### config.mk
export PLATFORM = sky130hd
export DESIGN_NAME = llc_flag_unit
export DESIGN_NICKNAME = d
export VERILOG_FILES = /design/src/rtl/llc_pkg.sv /design/src/rtl/llc_rr_arb.sv /design/src/rtl/llc_flag_core.sv /design/src/rtl/llc_flag_unit.sv
export SDC_FILE = /design/constraint.sdc
export NUM_CORES = 1
export LEC_CHECK = 0
export BUFFER_PORTS_ARGS = -buffer_cell sky130_fd_sc_hd__buf_4
export CELL_PAD_IN_SITES_DETAIL_PLACEMENT = 0
export CELL_PAD_IN_SITES_GLOBAL_PLACEMENT = 2
export CORE_MARGIN = 2
export CORE_UTILIZATION = 33
export CTS_BUF_LIST = sky130_fd_sc_hd__clkbuf_8
export CTS_CLUSTER_SIZE = 8
export DETAILED_ROUTE_END_ITERATION = 12
export PLACE_DENSITY_LB_ADDON = 0.1
export SYNTH_ARGS = -nofsm -noshare
export SYNTH_HDL_FRONTEND = slang
export SYNTH_SLANG_ARGS = --single-unit
export TNS_END_PERCENT = 100
### constraint.sdc
create_clock -name clk_i -period 4.7 [get_ports clk_i]
set_clock_uncertainty 0.05 [all_clocks]
set_input_delay 0.47 -clock clk_i [delete_from_list [all_inputs] [get_ports clk_i]]
set_output_delay 0.47 -clock clk_i [all_outputs]
set_load 0.03 [all_outputs]
### src/rtl/llc_pkg.sv
package llc_pkg;
  typedef enum logic [1:0] {
    OP_LOAD    = 2'd0,
    OP_COMMIT  = 2'd1,
    OP_RESTORE = 2'd2,
    OP_IDLE    = 2'd3
  } llc_op_e;
endpackage

### src/rtl/llc_rr_arb.sv
module llc_rr_arb #(
  parameter int N = 8,
  localparam int IW = (N > 1) ? $clog2(N) : 1
) (
  input  logic          clk_i,
  input  logic          rst_ni,
  input  logic [N-1:0]  req_i,
  output logic          valid_o,
  output logic [IW-1:0] idx_o
);
  logic [IW-1:0] ptr_q;
  int unsigned   cand;

  // search starts at the core after the last winner
  always_comb begin
    valid_o = 1'b0;
    idx_o   = '0;
    cand    = 0;
    for (int k = 0; k < N; k++) begin
      cand = int'(ptr_q) + k;
      if (cand >= N) cand = cand - N;
      if (!valid_o && req_i[cand]) begin
        valid_o = 1'b1;
        idx_o   = IW'(cand);
      end
    end
  end

  always_ff @(posedge clk_i or negedge rst_ni) begin
    if (!rst_ni) ptr_q <= '0;
    else if (valid_o) ptr_q <= (idx_o == IW'(N-1)) ? '0 : idx_o + 1'b1;
  end
endmodule

### src/rtl/llc_flag_core.sv
module llc_flag_core
  import llc_pkg::*;
#(
  parameter int LINK_MAX = 15,
  localparam int LW = $clog2(LINK_MAX + 1)
) (
  input  logic          clk_i,
  input  logic          rst_ni,
  input  logic          valid_i,
  input  llc_op_e       op_i,
  output logic          ok_o,
  output logic          commit_o,
  output logic [LW-1:0] link_o
);
  logic          commit_q, commit_d;
  logic [LW-1:0] link_q, link_d;

  always_comb begin
    commit_d = commit_q;
    link_d   = link_q;
    ok_o     = 1'b0;
    if (valid_i) begin
      case (op_i)
        OP_LOAD: begin
          ok_o = 1'b1;
          // invalidate older copies unless a writer holds the flag
          if (commit_q && link_q != '0) link_d = link_q - 1'b1;
        end
        OP_COMMIT: begin
          // take-and-give-back on stale load leaves commit_q as is
          if (commit_q && link_q == '0) begin
            ok_o     = 1'b1;
            commit_d = 1'b0;
          end
        end
        OP_RESTORE: begin
          ok_o     = 1'b1;
          commit_d = 1'b1;
          if (link_q != LW'(LINK_MAX)) link_d = link_q + 1'b1;
        end
        default: ;
      endcase
    end
  end

  always_ff @(posedge clk_i or negedge rst_ni) begin
    if (!rst_ni) begin
      commit_q <= 1'b1;
      link_q   <= '0;
    end else begin
      commit_q <= commit_d;
      link_q   <= link_d;
    end
  end

  assign commit_o = commit_q;
  assign link_o   = link_q;
endmodule

### src/rtl/llc_flag_unit.sv
module llc_flag_unit
  import llc_pkg::*;
#(
  parameter int N_CORES  = 8,
  parameter int LINK_MAX = 15,
  localparam int LW = $clog2(LINK_MAX + 1),
  localparam int IW = (N_CORES > 1) ? $clog2(N_CORES) : 1
) (
  input  logic                 clk_i,
  input  logic                 rst_ni,
  input  logic [N_CORES-1:0]   req_i,
  input  logic [2*N_CORES-1:0] op_i,
  output logic [N_CORES-1:0]   gnt_o,
  output logic                 ok_o,
  output logic                 commit_flag_o,
  output logic [LW-1:0]        link_cnt_o
);
  logic [N_CORES-1:0] gnt_q, elig;
  logic               ok_q, win_valid, win_ok;
  logic [IW-1:0]      win_idx;
  llc_op_e            win_op;

  // a core seeing its grant now may still hold req_i this edge
  assign elig = req_i & ~gnt_q;

  llc_rr_arb #(.N(N_CORES)) i_arb (
    .clk_i  (clk_i),
    .rst_ni (rst_ni),
    .req_i  (elig),
    .valid_o(win_valid),
    .idx_o  (win_idx)
  );

  assign win_op = llc_op_e'(op_i[2*win_idx +: 2]);

  llc_flag_core #(.LINK_MAX(LINK_MAX)) i_core (
    .clk_i   (clk_i),
    .rst_ni  (rst_ni),
    .valid_i (win_valid),
    .op_i    (win_op),
    .ok_o    (win_ok),
    .commit_o(commit_flag_o),
    .link_o  (link_cnt_o)
  );

  always_ff @(posedge clk_i or negedge rst_ni) begin
    if (!rst_ni) begin
      gnt_q <= '0;
      ok_q  <= 1'b0;
    end else begin
      gnt_q <= '0;
      if (win_valid) gnt_q[win_idx] <= 1'b1;
      ok_q  <= win_valid & win_ok;
    end
  end

  assign gnt_o = gnt_q;
  assign ok_o  = ok_q;
endmodule

; ---- After elaboration in Yosys (flattened, before gate mapping)
; Index checks and enable logic that the tools add are counted.
[classes]
add_sub_neg = 18
order_cmp = 18
n_eq_ne = 7
n_shift = 1
mux = 52
bitwise_logic = 3
n_reduce_logical = 25
[op_table]
columns = cell, count
row1 = $lt A32 B4 Y1 const B, 8
row2 = $mux W32, 8
row3 = $ge A32 B4 Y1 const B, 7
row4 = $sub A32 B4 Y32 const B, 7
row5 = $mux W3, 9
row6 = $bmux W1 S3, 8
row7 = $mux W1, 20
row8 = $add A3 B3 Y4 const B, 4
row9 = $shiftx A16 B5 Y2, 1
row10 = $logic_and A1 B1 Y1, 10
row11 = $add A3 B2 Y4 const B, 2
row12 = $and A8 B8 Y8, 1
row13 = $mux W4, 2
row14 = $mux W8, 1
row15 = $not A8 Y8, 1
row16 = $pmux W4 S2, 1
row17 = $logic_not A1 Y1, 7
row18 = $ne A2 B1 Y1 const B, 3
row19 = $sub A3 B4 Y5 const B, 1
row20 = $add A3 B1 Y4 const B, 1
row21 = $add A4 B1 Y4 const B, 1
row22 = $ge A3 B4 Y1 const B, 1
row23 = $logic_not A4 Y1, 1
row24 = $lt A3 B4 Y1 const B, 1
row25 = 16 further kinds, 18
[word_totals]
reg_bits = 17
input_bits = 26
wordCells = 129

; ---- Logic depth before layout (Yosys ltp)
; Gate-level depths: netlist of the first run.
[logic_depth]
ltp_word = 32
depth_mapped = 22
depth_no_buf = 20

; ---- Modules after synthesis
; From an unflattened synthesis of the first run, not the netlist that was laid out.
[unflattened]
cells_unflattened = 198
area_unflattened_um2 = 1984.4
[modules_own_cells]
columns = module, instances, cells_per_inst, area_per_inst_um2, seq_area_each_um2
row1 = llc_rr_arb, 1, 114, 1128.6, 75.1
row2 = llc_flag_unit, 1, 50, 506.7, 225.2
row3 = llc_flag_core, 1, 34, 349.1, 126.4

; ---- Worst setup path before layout of the first run
; Ideal clock, no wire load.
[synth_path]
path_type = reg2reg
from = reg i_arb.ptr_q[1]
to = reg i_core.link_q[2] (netlist: i_core.link_o[2])
setup_time_ps = 139
arrival_ps = 4402
setup_slack_ps = 109
path_stages_with_launch = 21
synth_period_minus_slack_ps = 4591
cell_sequence = dfrtp_1 clkinv_1 ha_1 buf_2 inv_1 mux4_2 and2_4 a221oi_4 o21ai_4 inv_4 buf_8 mux2i_2 mux2i_4 a21oi_2 nor2_1 xnor2_1 ha_1 and2_1 and3_1 o31a_1 xor2_1
[synth_via]
elab_chain_cells = 30
elab_cells_between_ends = 85
[synth_lines]
columns = element, line
row1 = "start, declared", llc_rr_arb.sv:11  ; logic [IW-1:0] ptr_q;
row2 = "start signal, assigned", llc_rr_arb.sv:31  ; else if (valid_o) ptr_q <= (idx_o == IW'(N-1)) ? '0 : idx_o + 1'b1;
row3 = "parallel branches: the longest is 30 deep, another holds $sub A32 B4 Y32", -
row4 = "end signal, assigned", llc_flag_core.sv:52  ; link_q <= link_d;
row5 = "end, declared", llc_flag_core.sv:16  ; logic [LW-1:0] link_q, link_d;
; Parallel ways; which one is timed is not known. The select of a mux whose other input is x is not followed.
; A chain may end at the register's enable or synchronous reset.

; ---- Final worst setup path of the first run
[layout_path]
from = reg i_arb.ptr_q[0]
to = reg i_core.link_q[2] (netlist: i_core.link_o[2])
; Same word-level chain as after synthesis.

==> metrics.txt, run 1 <==
worst hold path type=in2async; Die Y=85.1 um; WHS=0.0180 ns; Final #Nets=302; synth unique cells=66; row count=29; Worst Path Arrival=4.50 ns; reg2reg start=i_arb.ptr_q[0]$_DFFE_PN0P_; CTS tree=yes; maxcap violations=0; Worst slew margin=62.1%; asr flop ratio synth=100%; GR Overflow Total=0; worst path required time=4.78 ns; Crit. End Element=flip-flop; Initial Util=34.2%; clock latency at the later pin of the worst-skew pair=0.25 ns; Final Critical Period=4.41 ns; hold bufs inserted after CTS=0; clk root buf=clkbuf_8; Clock Sinks=17; core area=0.00635 mm^2; synthesized area=0.00217 mm^2; Gate Count Post-Synth=219; final setup fails=0; EDFF count, synth=0; final worst path period share=93.9%; syn_nets=249; syn avg cell area=9.92 um^2; Post-synth top flop=dfrtp_1; n_diodes=0; Worst Setup SP=i_arb.ptr_q[0]$_DFFE_PN0P_; Detailed Place HPWL=5260 um; crit start category=flip-flop; die width=85.1 um; I/O Buffers=39; residual DRC count=0; via-per-instance ratio=5.61; synthesized flop and latch total=17; setup_tns=0 ns; Synth Area in Adders=2.30%; total number of vias=1954; post-synthesis mux area share=27.4%; worst setup margin=0.286 ns; P&R area growth vs syn=23.2%; pins over their slew limit=0; wire per inst=18.3 um; Clock Path Buffers=2; Starting DRT DRC Count=168; initial antenna violation count=0; number of clock buffers inserted by TritonCTS=3; clock-pin slew of the registers on the worst-case setup and hold paths=0.07 ns; Slew @ Worst Pin=0.562 ns; Worst Path Max Fanout=13; post-synthesis simple-gate area fraction=19.9%; GPL Wtd Cong=0.798; sequential area share after synthesis=19.6%; largest net degree at the start of global routing=18; die area=0.00725 mm^2; synth warn=0; H-tree depth=1; Place WS=0.219 ns; Crit Path Class=reg2reg; first-pass GRT wire length=10500 um; final hold vios=0; unrepaired setup endpoints after global routing=false; Post-Synth XOR/XNOR Area=3.17%; layout cells sized above 1=39.1%; total routed wirelength=6380 um; GRT Util Overall=18.1%; # IOs=40; Pre-antenna DRT Iters=4; vias in the first global route=1954; largest family of logic cells by synthesized area=multiplexers; run status=finished clean; ANT nets after route=0; Synth Area in Compound Gates=21.9%; final core occ=42.1%; max frequency=227 MHz
[cell type report]
class / count / area, um^2
tap: 77 / 96.3
clock inverter: 1 / 7.51
sequential: 17 / 427
multi-input combinational: 183 / 1640
fill: 633 / 3670
inverter: 11 / 47.5
timing repair buffer: 56 / 420
clock buffer: 3 / 41.3
[logic make-up after synthesis]
kind of cell	count (synthesis)
buffers and inverters	19
multiplexers	37
flip-flops	17
AO/OA/AOI/OAI	57
AND/OR/NAND/NOR	78
adder cells (fa/ha/maj)	4
XOR/XNOR	7
[per-layer routing]
| metal | global-route usage (%) | vias to the layer above | wire [um] |
|---|---|---|---|
| met5 | 0 | - | 0 |
| met4 | 2.45 | 0 | 51 |
| met3 | 2.72 | 4 | 345 |
| met2 | 26.8 | 49 | 2870 |
| met1 | 28.6 | 952 | 3110 |
| li1 | - | 949 | - |
[cells in the final DEF, fill, tap and decap left out, types with 3 or more instances in the layout]
master | Yosys | routed
and3_1 | 3 | 3
a211oi_1 | 3 | 3
ha_1 | 4 | 4
nand3_1 | 5 | 5
nor2b_1 | 7 | 7
mux2i_2 | 3 | 5
inv_1 | 7 | 6
xor2_1 | 3 | 3
o21ai_0 | 9 | 9
nand4_1 | 4 | 4
mux4_2 | 15 | 15
nand2_1 | 13 | 13
dfrtp_1 | 16 | 16
nand2b_1 | 11 | 11
clkbuf_8 | 0 | 3
o211ai_1 | 5 | 5
o2111ai_1 | 6 | 6
mux2i_1 | 14 | 12
nor2_1 | 19 | 19
a21oi_1 | 8 | 8
buf_4 | 1 | 56
[cells in the mapped netlist (3+ instances only)]
master / n / area (um^2)
mux2i_2: 3 / 41.3
o2111ai_1: 6 / 52.6
nand4_1: 4 / 25.0
inv_1: 7 / 26.3
mux4_2: 15 / 338
a21oi_1: 8 / 40.0
o21ai_0: 9 / 45.0
nand2b_1: 11 / 68.8
nor2b_1: 7 / 43.8
nor2_1: 19 / 71.3
xnor2_1: 3 / 26.3
xor2_1: 3 / 26.3
a211oi_1: 3 / 22.5
and3_1: 3 / 18.8
dfrtp_1: 16 / 400
ha_1: 4 / 50.1
o211ai_1: 5 / 37.5
mux2i_1: 14 / 140
nand2_1: 13 / 48.8
nand3_1: 5 / 25.0
[worst paths after layout]
check	cells past startpoint	to	slack (ns)
worst max-delay path	18	i_core.link_o[2]$_DFFE_PN0P_	0.29
worst min-delay path	1	i_core.link_o[1]$_DFFE_PN0P_	0.02
worst max register to register	18	i_core.link_o[2]$_DFFE_PN0P_	0.29
worst min register to register	2	i_core.commit_o$_DFFE_PN1P_	0.49
max in group asynchronous	1	i_core.commit_o$_DFFE_PN1P_	4.33
min in group clk_i	2	i_core.commit_o$_DFFE_PN1P_	0.49
[timing repair]
| item | CTS | global route |
|---|---|---|
| setup endpoints to repair | 0 | 1 |
| resized for setup | 0 | 4 |
| hold endpoints to repair | 0 | 0 |
| setup buffers | 0 | 1 |
[worst max-delay path, stage by stage (launching register included)]
cell	delay (ns)
dfrtp_1	0.40
buf_4	0.25
buf_4	0.24
mux2i_1	0.12
mux4_2	0.55
nor3_4	0.31
a31o_2	0.29
o21ai_4	0.09
inv_4	0.15
mux2i_2	0.30
mux2i_4	0.12
a21oi_2	0.25
nor2_1	0.10
xnor2_1	0.13
ha_1	0.20
and2_1	0.15
and3_1	0.17
o31a_1	0.28
xor2_1	0.14
[state kept, by name, indices dropped and copies added (netlist names)]
name / flops
i_core.commit_o: 1
gnt_o: 8
i_arb.ptr_q: 3
i_core.link_o: 4
ok_o: 1
[stage by stage]
stage / cell area, um^2 / instances
4_1_cts: 2650 / 347
3_5_place_dp: 2600 / 343
2_1_floorplan: 2170 / 219
5_1_grt: 2680 / 348
6_report: 2680 / 348
3_3_place_gp: 2600 / 343
Power of run 1 is not shown: default switching activity piles up to over one toggle a cycle in this logic, so the estimate is an artifact.
==> inputs of run 2 (changes only) <==
--- a/config.mk
+++ b/config.mk
@@ -13,7 +13,7 @@
 export CTS_BUF_LIST = sky130_fd_sc_hd__clkbuf_8
 export CTS_CLUSTER_SIZE = 8
 export DETAILED_ROUTE_END_ITERATION = 12
-export PLACE_DENSITY_LB_ADDON = 0.1
+export PLACE_DENSITY = 0.88
 export SYNTH_ARGS = -nofsm -noshare
 export SYNTH_HDL_FRONTEND = slang
 export SYNTH_SLANG_ARGS = --single-unit
==> run 2 against run 1 <==
Net effect:
- fmax down 0.21%
- die area unchanged
- critical endpoint unchanged
- worst hold slack better by 0.0033 ns
- critical path type unchanged
- core utilization down 0.89 points
- highest routed layer unchanged
- count of clock-buffer cells in the layout unchanged
==> metrics.txt, run 2 (synthesis gave the netlist of run 1 again) <==
run status=finished clean; worst hold path type=in2async; P&R area growth vs syn=20.6%; commonest cells after routing, fill and taps aside=46 x buf_4, 19 x nor2_1, 16 x dfrtp_1; clk root buf=clkbuf_8; Pre-antenna DRT Iters=4; Initial Util=34.2%; Setup Buffers After CTS=0; total routed wirelength=6000 um; die area=0.00725 mm^2; n_diodes=0; Clock Path Buffers=2; initial antenna violation count=0; GRT Util Overall=16.6%; Final #Nets=293; Finished Cell Area=0.00262 mm^2; # IOs=40; clock-pin slew of the registers on the worst-case setup and hold paths=0.06 ns; residual DRC count=0; wire per inst=17.7 um; fill count=621; worst path required time=4.79 ns; final worst path period share=94.1%; max frequency=226 MHz; GPL Wtd Cong=0.820; multi-input logic area=0.00164 mm^2; number of clock buffers inserted by TritonCTS=3; WHS=0.0212 ns; Clock Sinks=17; Final Critical Period=4.42 ns; Worst slew margin=59.5%; layout cells sized above 1=37.0%; pins over their slew limit=0; Worst Path Arrival=4.51 ns; row count=29; die width=85.1 um; Starting DRT DRC Count=124; max reg flops=8; hold bufs inserted after CTS=0; ANT nets after route=0; core area=0.00635 mm^2; H-tree depth=1; setup_tns=0 ns; first-pass GRT wire length=9710 um; unrepaired setup endpoints after global routing=false; maxcap violations=0; Area after DPL=0.00254 mm^2; commonest non-fill, non-tap cell in the layout=buf_4; final setup fails=0; reg2reg path depth=17; final hold vios=0; largest net degree at the start of global routing=23; I/O Buffers=39; Detailed Place HPWL=4960 um; crit start category=flip-flop; Slew @ Worst Pin=0.601 ns; Crit Path Class=reg2reg; Register Area=427 um^2; via-per-instance ratio=5.76; clock latency at the later pin of the worst-skew pair=0.25 ns; Crit. End Element=flip-flop; GR Overflow Total=0; total number of vias=1952; Worst Path Max Fanout=13; Die Y=85.1 um; vias in the first global route=1989; CTS tree=yes
## run 2: cell count changes in the layout (fill, tap and decap cells not counted)
cell     delta
mux2i_2     -2
buf_6       +1
mux2i_1     +1
mux2i_4     +1
nor2b_1     -1
buf_4      -10
nor2b_2     +1
## run 2: cell type report
type,instances,area share (%)
Clock inverter,1,0.287
Clock buffer,3,1.58
Multi-Input combinational cell,183,62.7
Timing Repair Buffer,47,13.6
Sequential cell,17,16.3
Inverter,11,1.82
Tap cell,77,3.68
## run 2: path summary, 6_finish.rpt
check,endpoint,slack (ns),start
worst max-delay path,i_core.link_o[2]$_DFFE_PN0P_,0.28,gnt_o[1]$_DFF_PN0_
worst max register to register,i_core.link_o[2]$_DFFE_PN0P_,0.28,gnt_o[1]$_DFF_PN0_
max in group asynchronous,i_core.commit_o$_DFFE_PN1P_,4.32,rst_ni
worst min register to register,i_core.commit_o$_DFFE_PN1P_,0.49,i_core.commit_o$_DFFE_PN1P_
min in group clk_i,i_core.commit_o$_DFFE_PN1P_,0.49,i_core.commit_o$_DFFE_PN1P_
worst min-delay path,i_core.link_o[1]$_DFFE_PN0P_,0.02,rst_ni
## run 2: critical path: stages (launching register included)
cell	delay (ns)
dfrtp_1	0.40
nor2b_1	0.44
mux2i_1	0.17
mux4_2	0.56
and2_4	0.18
a221oi_4	0.38
o21ai_4	0.13
inv_4	0.16
mux2i_1	0.29
mux2i_4	0.12
a21oi_2	0.27
nor2_1	0.10
xnor2_1	0.13
ha_1	0.19
and2_1	0.15
and3_1	0.18
o31a_1	0.28
xor2_1	0.14
## run 2: layer usage
layer  global-route usage [%]  vias up  share of wire (%)
li1                         -      939                  -
met1                     21.5      955                 42
met2                     30.0       49                 53
met3                    0.778        9                3.5
met4                     4.76        0                1.8
met5                        0        -                  0
## run 2: what timing repair did
item,CTS,global route
setup endpoints to repair,0,1
gates resized for setup,0,6
hold endpoints to repair,0,0
## run 2: stage by stage
stage / setup WS, ns / cells / util [%]
finish: 0.276 / 339 / 41.2
global route: 0.0112 / 339 / 41.2
CTS: 0.199 / 339 / 40.8
detailed placement: 0.120 / 335 / 40.1
global placement: 0.179 / 335 / 40.1
floorplan: 0.109 / 219 / -
Power of run 2 is left out for the same reason.
==> inputs of run 3 (changes only) <==
--- a/config.mk
+++ b/config.mk
@@ -9,11 +9,11 @@
 export CELL_PAD_IN_SITES_DETAIL_PLACEMENT = 0
 export CELL_PAD_IN_SITES_GLOBAL_PLACEMENT = 2
 export CORE_MARGIN = 2
-export CORE_UTILIZATION = 33
+export CORE_UTILIZATION = 39
 export CTS_BUF_LIST = sky130_fd_sc_hd__clkbuf_8
 export CTS_CLUSTER_SIZE = 8
 export DETAILED_ROUTE_END_ITERATION = 12
-export PLACE_DENSITY = 0.88
+export PLACE_DENSITY = 0.95
 export SYNTH_ARGS = -nofsm -noshare
 export SYNTH_HDL_FRONTEND = slang
 export SYNTH_SLANG_ARGS = --single-unit
==> constraint.sdc (replaced) <==
create_clock -name clk_i -period 5.7 [get_ports clk_i]
set_clock_uncertainty 0.05 [all_clocks]
set_input_delay 0.57 -clock clk_i [delete_from_list [all_inputs] [get_ports clk_i]]
set_output_delay 0.57 -clock clk_i [all_outputs]
set_load 0.03 [all_outputs]
==> run 3 against run 2 <==
Net effect:
- register-to-register slack better by 0.52 ns
- sequential share of layout area is 0.50 points higher
- setup slack better by 0.52 ns
- cell count is 3.2% lower
- count of clock-buffer cells in the layout stayed put
- die area is 15% lower
- critical endpoint unchanged
==> metrics.txt, run 3 (synthesis gave the netlist of run 1 again) <==
unrepaired setup endpoints after global routing=false; Crit. End Element=flip-flop; Final Critical Period=4.91 ns; initial antenna violation count=0; row count=27; wire per inst=18.4 um; H-tree depth=1; ANT nets after route=0; Slew @ Worst Pin=0.661 ns; die width=78.6 um; fill count=535; Resized cells post-CTS=0; Worst Path Arrival=5.00 ns; crit start category=flip-flop; Clock Path Buffers=2; multi-input logic area=0.00162 mm^2; Detailed Place HPWL=4870 um; maxcap violations=0; clock-pin slew of the registers on the worst-case setup and hold paths=0.07 ns; via-per-instance ratio=5.91; I/O Buffers=39; Place WS=0.822 ns; total routed wirelength=6020 um; first-pass GRT wire length=9730 um; die area=0.00618 mm^2; residual DRC count=0; number of clock buffers inserted by TritonCTS=3; max frequency=204 MHz; setup_tns=0 ns; worst setup margin=0.792 ns; Worst Setup SP=i_arb.ptr_q[1]$_DFFE_PN0P_; final hold vios=0; total number of vias=1940; CTS tree=yes; Initial Util=39.9%; vias in the first global route=1915; Die Y=78.6 um; Register Area=427 um^2; Crit Path Class=reg2reg; max reg flops=8; Pre-antenna DRT Iters=4; n_diodes=0; GRT Util Overall=20.2%; P&R area growth vs syn=17.0%; worst hold path type=in2async; layout cells sized above 1=34.0%; Worst slew margin=55.8%; clock latency at the later pin of the worst-skew pair=0.26 ns; commonest cells after routing, fill and taps aside=41 x buf_4, 19 x nor2_1, 16 x dfrtp_1; largest net degree at the start of global routing=23; clk root buf=clkbuf_8; GR Overflow Total=0; GPL Wtd Cong=0.909; worst path required time=5.79 ns; Clock Sinks=17; run status=finished clean; reg2reg start=i_arb.ptr_q[1]$_DFFE_PN0P_; final setup fails=0; hold bufs inserted after CTS=0; commonest non-fill, non-tap cell in the layout=buf_4; core area=0.00544 mm^2; pins over their slew limit=0; # IOs=40; final worst path period share=86.1%; Final #Nets=287; Starting DRT DRC Count=86; Setup Buffers After CTS=0; Worst Path Max Fanout=13
[run 3: cell types whose count changed in the layout (fill, tap and decap cells not counted), sizes merged]
| cell | change |
|---|---|
| buf | -6 |
[run 3: cell type report]
type | instances | share of cell area [%]
flip-flops and latches | 17 | 16.8
clock buffers | 3 | 1.62
clock inverters | 1 | 0.295
repair buffers | 41 | 12.1
multi-input cells | 183 | 63.8
inverters | 11 | 1.87
well taps | 72 | 3.55
[run 3: metal layers]
| metal | global-route usage, % | share of wire [%] | up-vias |
|---|---|---|---|
| li1 | - | - | 922 |
| met1 | 26.6 | 42 | 948 |
| met2 | 35.6 | 51 | 61 |
| met3 | 1.95 | 5.6 | 9 |
| met4 | 4.91 | 1.3 | 0 |
| met5 | 0 | 0 | - |
[run 3: final timing paths]
path / cells after the start / to / slack, ns
setup / recovery: 18 / i_core.link_o[2]$_DFFE_PN0P_ / 0.79
hold / removal: 1 / i_core.link_o[1]$_DFFE_PN0P_ / 0.11
setup reg to reg: 18 / i_core.link_o[2]$_DFFE_PN0P_ / 0.79
hold reg to reg: 2 / i_core.commit_o$_DFFE_PN1P_ / 0.51
max in group asynchronous: 1 / i_core.commit_o$_DFFE_PN1P_ / 5.23
min in group clk_i: 2 / i_core.commit_o$_DFFE_PN1P_ / 0.51
[run 3: critical path: stages, from the launching register on]
cell and delay (ns):
dfrtp_1 0.35, clkinv_1 0.26, ha_1 0.48, inv_1 0.30, mux4_2 0.61, and2_4 0.18
a221oi_4 0.40, o21ai_4 0.14, inv_4 0.15, mux2i_1 0.29, mux2i_4 0.13, a21oi_2 0.26
nor2_1 0.11, xnor2_1 0.14, ha_1 0.19, and2_1 0.15, and3_1 0.18, o31a_1 0.29
xor2_1 0.14
[run 3: through the flow]
stage / hold slack [ns] / area [um^2] / util (%) / cells
CTS: 0.120 / 2540 / 46.7 / 328
floorplan: 0.224 / 2170 / - / 219
detailed placement: 0.402 / 2490 / 45.8 / 324
global route: 0.115 / 2540 / 46.7 / 328
finish: 0.112 / 2540 / 46.7 / 328
global placement: 0.397 / 2490 / 45.8 / 324
Power of run 3 is left out for the same reason.
